**src/rtl/vdh_pkg.sv**
```systemverilog
package vdh_pkg;

    localparam int HOST_W = 8;

    localparam logic [7:0] A_INDEX  = 8'h00;
    localparam logic [7:0] A_DATA   = 8'h01;
    localparam logic [7:0] A_TTX    = 8'h10;
    localparam logic [7:0] A_STATUS = 8'h11;

    localparam logic [7:0] X_TTX     = 8'hB0;
    localparam logic [7:0] X_STATUS  = 8'hC0;
    localparam logic [7:0] X_IEN     = 8'hC1;
    localparam logic [7:0] X_LINE_LO = 8'hC2;
    localparam logic [7:0] X_LINE_HI = 8'hC3;
    localparam logic [7:0] X_THRESH  = 8'hC4;
    localparam logic [7:0] X_MODE    = 8'hC5;

    localparam int B_TTX_DATA = 0;
    localparam int B_TTX_THR  = 1;
    localparam int B_CC_EVEN  = 2;
    localparam int B_CC_ODD   = 3;
    localparam int B_BUS_ERR  = 4;
    localparam int B_CYC_DONE = 5;
    localparam int B_LOCK_CHG = 6;
    localparam int B_LOCK     = 7;

    localparam logic [7:0] LATCH_MASK = 8'b0111_0011;

    typedef enum logic [3:0] {
        TG_NONE, TG_INDEX, TG_TTX, TG_STATUS, TG_IEN,
        TG_LINE_LO, TG_LINE_HI, TG_THRESH, TG_MODE
    } target_e;

    typedef struct packed {
        target_e tgt;
        logic    rd;
        logic    wr;
    } access_t;

    function automatic target_e index_target(input logic [7:0] idx);
        case (idx)
            X_TTX:     return TG_TTX;
            X_STATUS:  return TG_STATUS;
            X_IEN:     return TG_IEN;
            X_LINE_LO: return TG_LINE_LO;
            X_LINE_HI: return TG_LINE_HI;
            X_THRESH:  return TG_THRESH;
            X_MODE:    return TG_MODE;
            default:   return TG_NONE;
        endcase
    endfunction

    function automatic logic [7:0] w1c_next(input logic [7:0] cur,
                                            input logic [7:0] clr,
                                            input logic [7:0] set);
        return ((cur & ~clr) | set) & LATCH_MASK;
    endfunction

endpackage

```
**src/rtl/vdh_decode.sv**
```systemverilog
module vdh_decode
    import vdh_pkg::*;
(
    input  logic [HOST_W-1:0] addr,
    input  logic [7:0]        index,
    input  logic              rd,
    input  logic              wr,
    output access_t           acc
);
    always_comb begin
        acc.rd = rd;
        acc.wr = wr;
        case (addr)
            A_INDEX:  acc.tgt = TG_INDEX;
            A_DATA:   acc.tgt = index_target(index);
            A_TTX:    acc.tgt = TG_TTX;
            A_STATUS: acc.tgt = TG_STATUS;
            default:  acc.tgt = TG_NONE;
        endcase
    end
endmodule

```
**src/rtl/vdh_cfg_regs.sv**
```systemverilog
module vdh_cfg_regs
    import vdh_pkg::*;
#(
    parameter int LINE_W = 10,
    parameter int CNT_W  = 8
) (
    input  logic              clk,
    input  logic              rst,
    input  access_t           acc,
    input  logic [HOST_W-1:0] wdata,
    output logic [7:0]        index_q,
    output logic [7:0]        ien_q,
    output logic [LINE_W-1:0] line_q,
    output logic [CNT_W-1:0]  thresh_q,
    output logic              line_only_q
);
    localparam int HI_W = LINE_W - 8;

    always_ff @(posedge clk) begin
        if (rst) begin
            index_q     <= '0;
            ien_q       <= '0;
            line_q      <= '0;
            thresh_q    <= '0;
            line_only_q <= 1'b0;
        end else if (acc.wr) begin
            case (acc.tgt)
                TG_INDEX:   index_q           <= wdata;
                TG_IEN:     ien_q             <= wdata;
                TG_LINE_LO: line_q[7:0]       <= wdata;
                TG_LINE_HI: line_q[LINE_W-1:8] <= wdata[HI_W-1:0];
                TG_THRESH:  thresh_q          <= wdata[CNT_W-1:0];
                TG_MODE:    line_only_q       <= wdata[0];
                default: ;
            endcase
        end
    end
endmodule

```
**src/rtl/vdh_status.sv**
```systemverilog
module vdh_status
    import vdh_pkg::*;
#(
    parameter int LINE_W = 10,
    parameter int CNT_W  = 8
) (
    input  logic              clk,
    input  logic              rst,
    input  logic              lock_i,
    input  logic              cc_odd_i,
    input  logic              cc_even_i,
    input  logic              ttx_complete_i,
    input  logic [LINE_W-1:0] line_i,
    input  logic [CNT_W-1:0]  count_i,
    input  logic              bus_err_i,
    input  logic              cyc_done_i,
    input  logic [LINE_W-1:0] irq_line_i,
    input  logic [CNT_W-1:0]  thresh_i,
    input  logic              line_only_i,
    input  logic [7:0]        clr_i,
    output logic [7:0]        status_o,
    output logic [7:0]        lat_o
);
    logic       lock_q;
    logic [7:0] lat_q;
    logic [7:0] set_v;
    logic       line_hit;

    assign line_hit = (line_i == irq_line_i);

    always_comb begin
        set_v              = '0;
        set_v[B_TTX_DATA]  = line_hit && (ttx_complete_i || line_only_i);
        set_v[B_TTX_THR]   = (thresh_i != '0) && (count_i >= thresh_i);
        set_v[B_BUS_ERR]   = bus_err_i;
        set_v[B_CYC_DONE]  = cyc_done_i;
        set_v[B_LOCK_CHG]  = (lock_i != lock_q);
    end

    always_ff @(posedge clk) begin
        if (rst) begin
            lat_q  <= '0;
            lock_q <= lock_i;
        end else begin
            lat_q  <= w1c_next(lat_q, clr_i, set_v);
            lock_q <= lock_i;
        end
    end

    always_comb begin
        status_o            = lat_q;
        status_o[B_LOCK]    = lock_i;
        status_o[B_CC_ODD]  = cc_odd_i;
        status_o[B_CC_EVEN] = cc_even_i;
    end

    assign lat_o = lat_q;
endmodule

```
**src/rtl/vdec_host_regs.sv**
```systemverilog
module vdec_host_regs
    import vdh_pkg::*;
#(
    parameter int LINE_W = 10,
    parameter int CNT_W  = 8
) (
    input  logic              clk,
    input  logic              rst,
    input  logic [7:0]        host_addr,
    input  logic [7:0]        host_wdata,
    input  logic              host_wr,
    input  logic              host_rd,
    output logic [7:0]        host_rdata,
    output logic              irq,
    input  logic [7:0]        ttx_data,
    input  logic              ttx_empty,
    output logic              ttx_pop,
    input  logic [CNT_W-1:0]  ttx_count,
    input  logic              ttx_complete,
    input  logic [LINE_W-1:0] line_num,
    input  logic              lock_in,
    input  logic              cc_odd,
    input  logic              cc_even,
    input  logic              bus_err,
    input  logic              cyc_done
);
    access_t           acc;
    logic [7:0]        index_q;
    logic [7:0]        ien_q;
    logic [LINE_W-1:0] line_q;
    logic [CNT_W-1:0]  thresh_q;
    logic              line_only_q;
    logic [7:0]        clr_mask;
    logic [7:0]        status_v;
    logic [7:0]        lat_q;
    logic [7:0]        rd_mux;
    logic [7:0]        rdata_q;

    vdh_decode u_dec (
        .addr  (host_addr),
        .index (index_q),
        .rd    (host_rd),
        .wr    (host_wr),
        .acc   (acc)
    );

    vdh_cfg_regs #(.LINE_W(LINE_W), .CNT_W(CNT_W)) u_cfg (
        .clk         (clk),
        .rst         (rst),
        .acc         (acc),
        .wdata       (host_wdata),
        .index_q     (index_q),
        .ien_q       (ien_q),
        .line_q      (line_q),
        .thresh_q    (thresh_q),
        .line_only_q (line_only_q)
    );

    assign clr_mask = (acc.wr && acc.tgt == TG_STATUS) ? host_wdata : 8'h00;

    vdh_status #(.LINE_W(LINE_W), .CNT_W(CNT_W)) u_st (
        .clk            (clk),
        .rst            (rst),
        .lock_i         (lock_in),
        .cc_odd_i       (cc_odd),
        .cc_even_i      (cc_even),
        .ttx_complete_i (ttx_complete),
        .line_i         (line_num),
        .count_i        (ttx_count),
        .bus_err_i      (bus_err),
        .cyc_done_i     (cyc_done),
        .irq_line_i     (line_q),
        .thresh_i       (thresh_q),
        .line_only_i    (line_only_q),
        .clr_i          (clr_mask),
        .status_o       (status_v),
        .lat_o          (lat_q)
    );

    assign ttx_pop = acc.rd && (acc.tgt == TG_TTX) && !ttx_empty;

    always_comb begin
        rd_mux = 8'h00;
        case (acc.tgt)
            TG_INDEX:   rd_mux = index_q;
            TG_TTX:     rd_mux = ttx_empty ? 8'h00 : ttx_data;
            TG_STATUS:  rd_mux = status_v;
            TG_IEN:     rd_mux = ien_q;
            TG_LINE_LO: rd_mux = line_q[7:0];
            TG_LINE_HI: rd_mux[LINE_W-9:0] = line_q[LINE_W-1:8];
            TG_THRESH:  rd_mux[CNT_W-1:0] = thresh_q;
            TG_MODE:    rd_mux[0] = line_only_q;
            default:    rd_mux = 8'h00;
        endcase
    end

    always_ff @(posedge clk) begin
        if (rst)          rdata_q <= '0;
        else if (host_rd) rdata_q <= rd_mux;
    end

    assign host_rdata = rdata_q;
    assign irq        = |(lat_q & ien_q & LATCH_MASK);
endmodule

```
**config.mk**
```make
export PLATFORM = sky130hd
export DESIGN_NAME = vdec_host_regs
export DESIGN_NICKNAME = d
export VERILOG_FILES = /design/src/rtl/vdh_pkg.sv /design/src/rtl/vdh_decode.sv /design/src/rtl/vdh_cfg_regs.sv /design/src/rtl/vdh_status.sv /design/src/rtl/vdec_host_regs.sv
export SDC_FILE = /design/constraint.sdc
export NUM_CORES = 1
export LEC_CHECK = 0
export BUFFER_PORTS_ARGS = -buffer_cell sky130_fd_sc_hd__buf_2
export CAP_MARGIN = 15
export CORE_MARGIN = 8
export CORE_UTILIZATION = 57
export CTS_BUF_LIST = sky130_fd_sc_hd__clkbuf_8
export DETAILED_ROUTE_END_ITERATION = 12
export GPL_ROUTABILITY_DRIVEN = 0
export GPL_TIMING_DRIVEN = 0
export HOLD_SLACK_MARGIN = 0.02
export PLACE_DENSITY = 0.82
export SLEW_MARGIN = 20
export SYNTH_ARGS = -nofsm -noshare
export SYNTH_HDL_FRONTEND = slang
export SYNTH_SLANG_ARGS = --single-unit
```
**constraint.sdc**
```tcl
create_clock -name clk -period 2.65 [get_ports clk]
set_input_delay 0.53 -clock clk [delete_from_list [all_inputs] [get_ports clk]]
set_output_delay 0.53 -clock clk [all_outputs]
set_load 0.02 [all_outputs]
```
==> impl_results.html <==
<table>
<tr><th>Metric</th><th>Value</th></tr>
<tr><th colspan="2">Synth</th></tr>
<tr><td>Count of unique library cells instantiated by Yosys</td><td>61</td></tr>
<tr><td>Total of warnings raised by yosys</td><td>0</td></tr>
<tr><td>Post-synthesis instance area</td><td>3100 sq um</td></tr>
<tr><td>Syn_nets</td><td>433</td></tr>
<tr><td>Asr flop ratio synth</td><td>0</td></tr>
<tr><td>Area fraction of the dominant cell type after synthesis</td><td>0.316</td></tr>
<tr><td>Number of synthesized register bits</td><td>49</td></tr>
<tr><td>EDFF count, synth</td><td>0</td></tr>
<tr><td>Ys flop type</td><td>dfxtp_1</td></tr>
<tr><td>Sequential share of the synthesized area</td><td>0.316</td></tr>
<tr><td>Number of instances in the synthesized netlist</td><td>372</td></tr>
<tr><td>Cell accounting for the most synthesized area</td><td>dfxtp_1</td></tr>
<tr><td>Top area cells in the synthesized netlist</td><td>dfxtp_1 32%, mux2i_1 8.7%, nand2_1 5.6%</td></tr>
<tr><td>Post-Syn Area per Cell</td><td>8.34 sq um</td></tr>
<tr><th colspan="2">Setup path</th></tr>
<tr><td>Critical Path Source Type</td><td>flop</td></tr>
<tr><td>Setup slack on the worst flop-to-flop path</td><td>120 ps</td></tr>
<tr><td>Startpoint-to-endpoint class of the critical path</td><td>reg -&gt; out</td></tr>
<tr><td>Crit path arrival time</td><td>2170 ps</td></tr>
<tr><td>Maximum fanout encountered on the critical timing path</td><td>5</td></tr>
<tr><td>Critical register-to-register path endpoint</td><td>u_st.lat_o[1]</td></tr>
<tr><td>CP endpoint kind</td><td>output port</td></tr>
<tr><td>Worst r2r src</td><td>u_cfg.index_q[5]</td></tr>
<tr><td>Capturing element of the worst setup path</td><td>ttx_pop</td></tr>
<tr><td>Path depth of the worst reg2reg path</td><td>9</td></tr>
<tr><td>Source of the critical timing path</td><td>u_cfg.index_q[4]</td></tr>
<tr><td>Required time at the endpoint of the critical path</td><td>2120 ps</td></tr>
<tr><th colspan="2">Placement</th></tr>
<tr><td>Minimum setup slack after placement</td><td>-213 ps</td></tr>
<tr><td>Half-perimeter wire length after placement</td><td>7260 um</td></tr>
<tr><td>Number of buffers inserted by port buffering</td><td>60</td></tr>
<tr><td>Instance area after placement</td><td>3490 sq um</td></tr>
<tr><th colspan="2">Timing</th></tr>
<tr><td>RSZ-0062 raised after global routing</td><td>yes</td></tr>
<tr><td>Max Clk Rate</td><td>370 MHz</td></tr>
<tr><td>Remaining max-slew budget at the tightest pin</td><td>0.351</td></tr>
<tr><td>Least-Margin Pin Slew</td><td>966 ps</td></tr>
<tr><td>Number of hold violations in the final report</td><td>0</td></tr>
<tr><td>Final setup violation count</td><td>1</td></tr>
<tr><td>Part of the cycle the worst path needs</td><td>1.02</td></tr>
<tr><td>Final-report max-slew violation count</td><td>0</td></tr>
<tr><td>Post-route minimum period</td><td>2700 ps</td></tr>
<tr><td>Smallest setup slack after layout</td><td>-52.2 ps</td></tr>
<tr><td>Layout Skew</td><td>7.04 ps</td></tr>
<tr><th colspan="2">Power</th></tr>
<tr><td>Reg power frac</td><td>0.568</td></tr>
<tr><td>Power density relative to cell area</td><td>353 nW/um^2</td></tr>
<tr><td>Total net switching power</td><td>333 uW</td></tr>
<tr><td>Share of total power in the clock network</td><td>0.323</td></tr>
<tr><td>Final Total Pwr</td><td>1.31 mW</td></tr>
<tr><td>Proportion of total power due to net switching</td><td>0.255</td></tr>
<tr><td>VDD IR max</td><td>0.000272 V</td></tr>
<tr><td>Combinational power share</td><td>0.109</td></tr>
<tr><td>Internal Pwr Total</td><td>975 uW</td></tr>
<tr><td>Leakage Power</td><td>1.40 nW</td></tr>
<tr><th colspan="2">CTS</th></tr>
<tr><td>CTS sink count</td><td>49</td></tr>
<tr><td>H-tree lvl count</td><td>2</td></tr>
<tr><td>Register clock-pin slew on the reported worst setup and hold paths</td><td>90 ps</td></tr>
<tr><td>CTS Root Cell</td><td>clkbuf_8</td></tr>
<tr><td>CTS tree</td><td>built</td></tr>
<tr><td>Number of clock buffers inserted by TritonCTS</td><td>5</td></tr>
<tr><td>Clock latency on the worst-skew pair</td><td>300 ps</td></tr>
<tr><td>Clk buf depth</td><td>2</td></tr>
<tr><th colspan="2">Layout</th></tr>
<tr><td>Net count reported at finish</td><td>510</td></tr>
<tr><td>Area of all placed cells without fillers</td><td>3700 sq um</td></tr>
<tr><td>Area growth, synth to finish</td><td>19.3%</td></tr>
<tr><td>Antenna cell count</td><td>0</td></tr>
<tr><td>Most common library cell in the layout ignoring fill and taps</td><td>buf_2</td></tr>
<tr><td>Fillers</td><td>446</td></tr>
<tr><td>Fraction of final layout cells sized beyond drive strength 1</td><td>0.244</td></tr>
<tr><td>Most frequent cells in the layout</td><td>64 x buf_2, 46 x nand2_1, 46 x dfxtp_1, 34 x a21oi_1, 33 x nor2_1</td></tr>
<tr><th colspan="2">GRT</th></tr>
<tr><td>Grt ovf</td><td>0</td></tr>
<tr><td>First-pass GRT wire length</td><td>14800 um</td></tr>
<tr><td>Global router's overall resource usage</td><td>0.224</td></tr>
<tr><td>Number of antenna violations at the first check in global routing</td><td>0</td></tr>
<tr><td>Maximum number of pins on one net before global-route repair</td><td>15</td></tr>
<tr><td>Vias in the first global route</td><td>2928</td></tr>
<tr><th colspan="2">Drt</th></tr>
<tr><td>Vias per cell</td><td>5.96</td></tr>
<tr><td>Total via count after detailed routing</td><td>3111</td></tr>
<tr><td>Drt drc</td><td>0</td></tr>
<tr><td>Pre-Repair DR Iteration Count</td><td>5</td></tr>
<tr><td>Wire length per cell after detailed routing</td><td>18.2 um</td></tr>
<tr><td>Total wire length</td><td>9480 um</td></tr>
<tr><td>Count of antenna-violating nets left after detailed routing</td><td>0</td></tr>
<tr><td>Initial drt markers</td><td>377</td></tr>
<tr><th colspan="2">Floorplanning</th></tr>
<tr><td>Initial core utilization</td><td>0.577</td></tr>
<tr><td>Die Area</td><td>8060 sq um</td></tr>
<tr><td>Number of primary I/O pins</td><td>63</td></tr>
<tr><td>Standard-cell rows</td><td>27</td></tr>
<tr><td>Standard cell core area</td><td>5370 sq um</td></tr>
<tr><td>Overall die width</td><td>89.8 um</td></tr>
<tr><td>Chip Height</td><td>89.8 um</td></tr>
<tr><th colspan="2">Status</th></tr>
<tr><td>Violations in the final reports</td><td>setup timing</td></tr>
<tr><td>Run status</td><td>complete, but fails checks</td></tr>
<tr><th colspan="2">Job</th></tr>
<tr><td>Max-capacitance violation count</td><td>0</td></tr>
<tr><th colspan="2">Worst hold path</th></tr>
<tr><td>Worst min-delay path category</td><td>in -&gt; reg</td></tr>
</table>
==> synthesized netlist by cell type (all sizes together) (2+ instances only) <==
cell type,count
a2111o,3
a21o,4
a21oi,35
a221oi,3
a22oi,3
a2bb2oi,6
a31o,5
a31oi,4
and2,6
buf,7
clkbuf,10
dfxtp,49
ha,8
inv,23
mux2i,27
nand2,46
nand2b,4
nand3,14
nand4,6
nand4b,3
nor2,36
nor2b,9
nor3,3
nor3b,3
nor4,7
o211ai,2
o21a,4
o21ai,7
o221a,6
or3b,2
or4,2
xnor2,9
xor2,2
==> per-stage QoR <==
stage          instances  utilization  hold WS (ps)  setup TNS [ps]
5_1_grt              522        0.689           376            -920
6_report             522        0.689           378           -52.2
2_1_floorplan        372            -           460               0
3_3_place_gp         504        0.650           478           -2150
4_1_cts              519        0.677           372            -130
3_5_place_dp         504        0.650           481           -2330
==> routing by layer <==
| layer | track usage | vias up | share of wire |
|---|---|---|---|
| li1 | - | 1490 | - |
| met1 | 0.282 | 1405 | 0.40 |
| met2 | 0.367 | 190 | 0.47 |
| met3 | 0.0449 | 26 | 0.10 |
| met4 | 0.0846 | 0 | 0.025 |
| met5 | 0 | - | 0 |
==> worst max-delay path: stages, from the launching register on <==
cell       delay, ps
dfxtp_2          330
or3b_1           380
buf_6            150
a2111oi_4        340
o21ai_2          110
a211o_4          350
nor2_2            90
buf_6            120
==> power by group through the flow <==
stage | clock, mW | sequential (mW) | combinational, mW
global route | 0.463 | 0.743 | 0.155
detailed placement | 0 | 0.761 | 0.138
finish | 0.422 | 0.743 | 0.142
CTS | 0.422 | 0.743 | 0.139
global placement | 0 | 0.761 | 0.134
floorplan | 0 | 0.760 | 0.0638
==> worst min-delay path by stage <==
stage	startpoint	depth (start not counted)	slack [ps]	endpoint
3_3_place_gp	u_cfg.ien_q[3]	2	480	u_cfg.ien_q[3]
6_report	lock_in	1	380	u_st.lock_q
4_1_cts	lock_in	1	370	u_st.lock_q
3_5_place_dp	u_cfg.ien_q[7]	2	480	u_cfg.ien_q[7]
5_1_grt	lock_in	1	380	u_st.lock_q
2_1_floorplan	u_cfg.index_q[6]	2	460	u_cfg.index_q[6]
==> state kept, by name (all words and copies together) (netlist names) <==
| register | cells |
|---|---|
| host_rdata | 8 |
| u_cfg.ien_q | 8 |
| u_cfg.index_q | 8 |
| u_cfg.line_only_q | 1 |
| u_cfg.line_q | 10 |
| u_cfg.thresh_q | 8 |
| u_st.lat_o | 5 |
| u_st.lock_q | 1 |
==> cell families (layout without fill, tap and decap cells) <==
kind of cell,after synthesis,after routing,synth area share
xor gates and xnor gates,11,11,0.0311
and+or+nand+nor,147,147,0.265
adders and majority gates,8,8,0.0323
muxes,27,27,0.0871
DFF,49,49,0.316
AOI/OAI and AO/OA,90,90,0.214
buffers and inverters,40,118,0.0541
==> what timing repair did <==
action                                  in CTS  in global routing
resized for setup                            5                  9
endpoints found under the setup margin       1                 19
pin swaps                                    3                  3
hold buffers                                 0                  0
setup buffers                                7                  3
==> layout make-up <==
class	instances	area, sq um	share of cell area
Inverter	23	86.3	0.0233
Tap cell	72	90.1	0.0243
Buffer	17	82.6	0.0223
Clock buffer	5	68.8	0.0186
Timing Repair Buffer	70	382	0.103
Sequential cell	49	987	0.267
Multi-Input combinational cell	283	1990	0.538
Clock inverter	3	13.8	0.00372
Note: power is estimated with default switching activity, not from simulation.
